===== config.mk =====
export PLATFORM = sky130hd
export DESIGN_NAME = instr_prefetch_queue
export DESIGN_NICKNAME = d
export VERILOG_FILES = /design/src/rtl/pfq_pkg.sv /design/src/rtl/pfq_fifo.sv /design/src/rtl/pfq_track.sv /design/src/rtl/pfq_fetch.sv /design/src/rtl/instr_prefetch_queue.sv
export SDC_FILE = /design/constraint.sdc
export NUM_CORES = 1
export LEC_CHECK = 0
export BUFFER_PORTS_ARGS = -buffer_cell sky130_fd_sc_hd__buf_4
export CELL_PAD_IN_SITES_DETAIL_PLACEMENT = 0
export CELL_PAD_IN_SITES_GLOBAL_PLACEMENT = 1
export CORE_ASPECT_RATIO = 0.7
export CORE_MARGIN = 1
export CORE_UTILIZATION = 40
export DETAILED_ROUTE_END_ITERATION = 10
export PLACE_DENSITY = 0.73
export RECOVER_POWER = 25
export SYNTH_ARGS = -nofsm -noshare
export SYNTH_HDL_FRONTEND = slang
export SYNTH_SLANG_ARGS = --single-unit

===== constraint.sdc =====
create_clock -name clk -period 2.5 [get_ports clk]
set_input_delay 0.5 -clock clk [delete_from_list [all_inputs] [get_ports clk]]
set_output_delay 0.5 -clock clk [all_outputs]
set_load 0.005 [all_outputs]

===== src/rtl/pfq_pkg.sv =====
package pfq_pkg;

  // True when one more request still fits beside what is queued and pending.
  function automatic logic credit_ok(input int unsigned queued,
                                     input int unsigned pend,
                                     input int unsigned depth);
    return (queued + pend) < depth;
  endfunction

  // Circular index step for a ring of the given size.
  function automatic int unsigned ring_next(input int unsigned idx,
                                            input int unsigned depth);
    return (idx + 1 == depth) ? 0 : idx + 1;
  endfunction

endpackage


===== src/rtl/pfq_fifo.sv =====
module pfq_fifo #(
  parameter int DW    = 48,
  parameter int DEPTH = 4,
  localparam int IXW  = (DEPTH > 1) ? $clog2(DEPTH) : 1,
  localparam int CW   = $clog2(DEPTH + 1)
) (
  input  logic          clk,
  input  logic          rst_n,
  input  logic          clr,
  input  logic          push,
  input  logic [DW-1:0] push_data,
  input  logic          pop,
  output logic [DW-1:0] head,
  output logic          empty,
  output logic [CW-1:0] level
);

  logic [DW-1:0]  slot [DEPTH];
  logic [IXW-1:0] wr_idx, rd_idx;
  logic [CW-1:0]  cnt;

  always_ff @(posedge clk or negedge rst_n) begin
    if (!rst_n) begin
      wr_idx <= '0;
      rd_idx <= '0;
      cnt    <= '0;
    end else if (clr) begin
      wr_idx <= '0;
      rd_idx <= '0;
      cnt    <= '0;
    end else begin
      if (push) wr_idx <= IXW'(pfq_pkg::ring_next(int'(wr_idx), DEPTH));
      if (pop)  rd_idx <= IXW'(pfq_pkg::ring_next(int'(rd_idx), DEPTH));
      if (push && !pop)      cnt <= cnt + 1'b1;
      else if (pop && !push) cnt <= cnt - 1'b1;
    end
  end

  for (genvar g = 0; g < DEPTH; g++) begin : g_slot
    always_ff @(posedge clk) begin
      if (push && !clr && wr_idx == IXW'(g)) slot[g] <= push_data;
    end
  end

  assign head  = slot[rd_idx];
  assign empty = (cnt == '0);
  assign level = cnt;

endmodule


===== src/rtl/pfq_track.sv =====
module pfq_track #(
  parameter int DEPTH = 4,
  localparam int CW   = $clog2(DEPTH + 1)
) (
  input  logic          clk,
  input  logic          rst_n,
  input  logic          issue,
  input  logic          resp,
  input  logic          flush,
  output logic          keep,
  output logic [CW-1:0] pend,
  output logic [CW-1:0] stale
);

  logic [CW-1:0] pend_nxt;

  always_comb begin
    pend_nxt = pend;
    if (issue) pend_nxt = pend_nxt + 1'b1;
    if (resp)  pend_nxt = pend_nxt - 1'b1;
  end

  // A response is kept only when no stale one is ahead of it.
  assign keep = resp && !flush && (stale == '0);

  always_ff @(posedge clk or negedge rst_n) begin
    if (!rst_n) begin
      pend  <= '0;
      stale <= '0;
    end else begin
      pend <= pend_nxt;
      if (flush)                     stale <= pend_nxt;
      else if (resp && stale != '0)  stale <= stale - 1'b1;
    end
  end

endmodule


===== src/rtl/pfq_fetch.sv =====
module pfq_fetch #(
  parameter int            AW         = 16,
  parameter logic [AW-1:0] RESET_ADDR = '0
) (
  input  logic          clk,
  input  logic          rst_n,
  input  logic          flush,
  input  logic [AW-1:0] target,
  input  logic          fire,
  input  logic          keep,
  output logic [AW-1:0] fetch_ptr,
  output logic [AW-1:0] rsp_pc
);

  function automatic logic [AW-1:0] word_step(input logic [AW-1:0] a);
    return a + 1'b1;
  endfunction

  always_ff @(posedge clk or negedge rst_n) begin
    if (!rst_n) begin
      fetch_ptr <= RESET_ADDR;
      rsp_pc    <= RESET_ADDR;
    end else if (flush) begin
      fetch_ptr <= target;
      rsp_pc    <= target;
    end else begin
      if (fire) fetch_ptr <= word_step(fetch_ptr);
      if (keep) rsp_pc    <= word_step(rsp_pc);
    end
  end

endmodule


===== src/rtl/instr_prefetch_queue.sv =====
module instr_prefetch_queue #(
  parameter int            AW         = 16,
  parameter int            INSTR_W    = 32,
  parameter int            DEPTH      = 4,
  parameter logic [AW-1:0] RESET_ADDR = '0
) (
  input  logic               clk,
  input  logic               rst_n,
  output logic               req_valid,
  input  logic               req_ready,
  output logic [AW-1:0]      req_addr,
  input  logic               rsp_valid,
  input  logic [INSTR_W-1:0] rsp_data,
  output logic               out_valid,
  input  logic               out_ready,
  output logic [INSTR_W-1:0] out_instr,
  output logic [AW-1:0]      out_pc,
  input  logic               br_taken,
  input  logic [AW-1:0]      br_target
);

  localparam int CW = $clog2(DEPTH + 1);
  localparam int EW = AW + INSTR_W;

  logic [CW-1:0] level, pend, stale_cnt;
  logic          rsp_keep, req_fire, pop, empty;
  logic [AW-1:0] fetch_ptr, rsp_pc;
  logic [EW-1:0] head;

  assign req_valid = !br_taken && pfq_pkg::credit_ok(int'(level), int'(pend), DEPTH);
  assign req_addr  = fetch_ptr;
  assign req_fire  = req_valid && req_ready;
  assign out_valid = !empty;
  assign pop       = out_valid && out_ready && !br_taken;
  assign out_pc    = head[EW-1:INSTR_W];
  assign out_instr = head[INSTR_W-1:0];

  pfq_fetch #(.AW(AW), .RESET_ADDR(RESET_ADDR)) fetch_i (
    .clk(clk), .rst_n(rst_n), .flush(br_taken), .target(br_target),
    .fire(req_fire), .keep(rsp_keep), .fetch_ptr(fetch_ptr), .rsp_pc(rsp_pc)
  );

  pfq_track #(.DEPTH(DEPTH)) track_i (
    .clk(clk), .rst_n(rst_n), .issue(req_fire), .resp(rsp_valid),
    .flush(br_taken), .keep(rsp_keep), .pend(pend), .stale(stale_cnt)
  );

  pfq_fifo #(.DW(EW), .DEPTH(DEPTH)) fifo_i (
    .clk(clk), .rst_n(rst_n), .clr(br_taken), .push(rsp_keep),
    .push_data({rsp_pc, rsp_data}), .pop(pop), .head(head),
    .empty(empty), .level(level)
  );

endmodule


==> flow_summary.yaml <==
status:
  status: "finished, final reports clean"
timing:
  period_minus_slack_ns: 2.44
  hold_viol_final: 0
  period_share_pct: 97.5
  max_freq_mhz: 410
  tightest_slew_ns: 1.19
  finClkSkew_ns: 0.0165
  hold_ws_ns: 0.225
  setup_viol: 0
  setup_slack_ns: 0.0629
  relSlewSlack_pct: 20.8
  rsz0062_at_grt: "false"
  slew_viol_final: 0
global_route:
  antenna_found_initial: 0
  overflow: 0
  grt_pass1_wl_um: 30400
  grtUsageTotal_pct: 15.9
  grt_pass1_vias: 5413
  grt_max_degree: 46
clock_tree:
  path_clk_slew_ns: 0.06
  clk_latency_ns: 0.52
  cts.path.max_buffers: 3
  numCtsBuffers: 23
  cts-root-buf: "clkbuf_16"
  clock_sinks: 237
  hold_buffers: 0
  htreeDepth: 1
  cts_tree: "done"
final_layout:
  multi_input_area_mm2: 0.00261
  final_common_cell: "edfxtp_1"
  synthToLayoutAreaGrowth_pct: 22.1
  drive_gt1_share_pct: 32.0
  register_area_mm2: 0.00690
  final_cell_mix: "edfxtp_1 (192), buf_4 (105), mux4_2 (48), dfrtp_1 (43), clkbuf_1 (34)"
  fill_cells: 1992
  final_area_mm2: 0.0118
  nets: 751
  diodes: 0
pwr:
  p_per_area_mw_per_mm2: 887
  p_clk_share_pct: 32.3
  netSwitchingPower_mw: 2.73
  p_int_mw: 7.70
  vdd.ir_drop.worst_v: 0.000517
  p_comb_share_pct: 21.8
  p_leak_nw: 4.10
  seq_power_share_pct: 45.9
  p_sw_share_pct: 26.2
worst_setup_path:
  cp_cell_sequence: "clkbuf_16 -> mux4_2 -> buf_4"
  critical_path_arrival_ns: 1.94
  path_buf_inv: 2
  path_max_fanout: 17
  r2r-start: "track_i.pend[2]"
  worstRegToRegCells: 8
  r2r_slack_ns: 0.10
  critPathRequiredTime_ns: 2.00
  r2r-end: "track_i.pend[2]"
  critPathKind: "flip-flop to output pin"
  startpoint_type: "flip-flop"
  slowest_delay_ns: 0.53
  cp_top_family: "multiplexers"
  cpMaxStageDelayCell: "mux4_2"
  setup.worst_path.end_class: "output pin"
place:
  placed_cell_area_mm2: 0.0111
  pre_cts_ws_ns: 0.0490
  dp_hpwl_um: 12700
  gp_congestion: 0.831
  port_buffers: 119
logic_synthesis:
  ys_types: 46
  syn_nets: 603
  yosys_most_used_dff: "edfxtp_1"
  synth_area_per_cell_um2: 18.0
  yosysTopAreaCell: "edfxtp_1"
  syn_inst: 535
  yosysSeqAreaShare_pct: 71.6
  ys_top_cells_by_area: "edfxtp_1 (60%), dfrtp_1 (12%), mux4_2 (11%), ha_1 (1.7%), mux2_2 (1.5%)"
  syn_area_mm2: 0.00962
  synth_top_area_share_pct: 59.9
  synth-edff-count: 192
  synthArstFlopShare_pct: 19.0
  synth-seq-cells: 237
  ys_warn_count: 0
min_path:
  hold_class: "input port to async pin"
job:
  cap_viol_max_count: 0
die:
  die_w_um: 187
  chipHeight_um: 132
  placement_rows: 47
  core_mm2: 0.0236
  start_util_pct: 40.7
  dieArea_mm2: 0.0247
  ios: 120
detailed_routing:
  avgViaCountPerCell: 5.31
  first_iter_violations: 348
  wl_um: 19800
  ant_nets: 0
  num_vias: 5396
  drc: 0
  wl_per_cell_um: 19.4
  drtPass1Iterations: 4
routing by layer:
metal	track usage [%]	part of all wire (%)
met1	24.6	48
met5	0	0
met3	2.95	6.3
met2	23.7	45
met4	2.71	1.3
power groups by stage:
stage               clock [mW]  combinational [mW]  sequential [mW]
floorplan                    0                1.32             4.77
global placement             0                2.21             4.83
detailed placement           0                2.25             4.85
CTS                       3.44                2.28             4.77
global route              3.59                2.49             4.81
finish                    3.37                2.28             4.78
repair_timing:
item                                   in CTS  in global routing
endpoints found under the hold margin       0                  0
setup endpoints to repair                   2                 32
gates resized for setup                     3                  2
gates cloned                                0                  1
pin swaps                                   0                  0
buffers inserted                            0                  1
flip-flops by register name, indices dropped and copies added (netlist names):
name / flops
fetch_i.fetch_ptr: 16
fetch_i.rsp_pc: 16
track_i.stale: 3
fifo_i.slot: 192
fifo_i.rd_idx: 2
fifo_i.wr_idx: 2
track_i.pend: 3
fifo_i.level: 3
logic make-up after synthesis:
group	synth area share [%]
XOR/XNOR	2.46
AO/OA/AOI/OAI	2.37
flip-flops	71.6
AND/OR/NAND/NOR	6.32
buffers and inverters	1.46
multiplexers	13.9
adder cells (fa/ha/maj)	1.90
through the flow:
stage / total power [mW] / util [%] / TNS [ns] / cells
2_1_floorplan: 6.09 / - / 0 / 535
3_3_place_gp: 7.04 / 46.9 / 0 / 974
3_5_place_dp: 7.10 / 46.9 / 0 / 974
4_1_cts: 10.5 / 50.1 / -0.0114 / 1015
5_1_grt: 10.9 / 49.7 / 0 / 1017
6_report: 10.4 / 49.7 / 0 / 1017
cells in the mapped netlist (2+ instances only):
library cell	instances
a211oi_1	5
a21boi_0	2
a21oi_1	9
a31o_2	2
a31oi_1	2
and2_1	6
and4_1	2
buf_1	4
clkbuf_1	17
dfrtp_1	45
edfxtp_1	192
ha_1	13
inv_1	14
mux2_2	13
mux2i_1	11
mux4_2	48
nand2_1	17
nand2b_1	2
nand3_1	11
nand3b_1	2
nand4_1	10
nand4b_1	3
nor2_1	25
nor3_1	15
nor3b_1	2
nor4_1	9
o21a_1	2
o21ai_0	5
o31a_1	2
or3_1	2
or3b_2	2
or4_1	2
xnor2_1	13
xor2_1	14
final cells by class:
cell class	count	area share [%]
clock buffer	25	4.96
clock inverter	16	1.35
inverter	15	0.479
multi-input combinational	261	22.2
sequential	237	58.7
tap	318	3.39
timing repair buffer	145	8.95
worst max-delay path by stage:
stage                                  to  slack [ns]        startpoint  cells after the start
floorplan                 fifo_i.level[2]        0.02         rsp_valid                      9
global placement    fetch_i.fetch_ptr[13]        0.11   track_i.pend[2]                      5
detailed placement  fetch_i.fetch_ptr[13]        0.05   track_i.pend[2]                      5
CTS                         out_instr[24]       -0.01  fifo_i.rd_idx[0]                      3
global route                    out_pc[6]      0.0002  fifo_i.rd_idx[0]                      3
finish                      out_instr[27]        0.06  fifo_i.rd_idx[0]                      3
(Power assumes the default switching activity.)
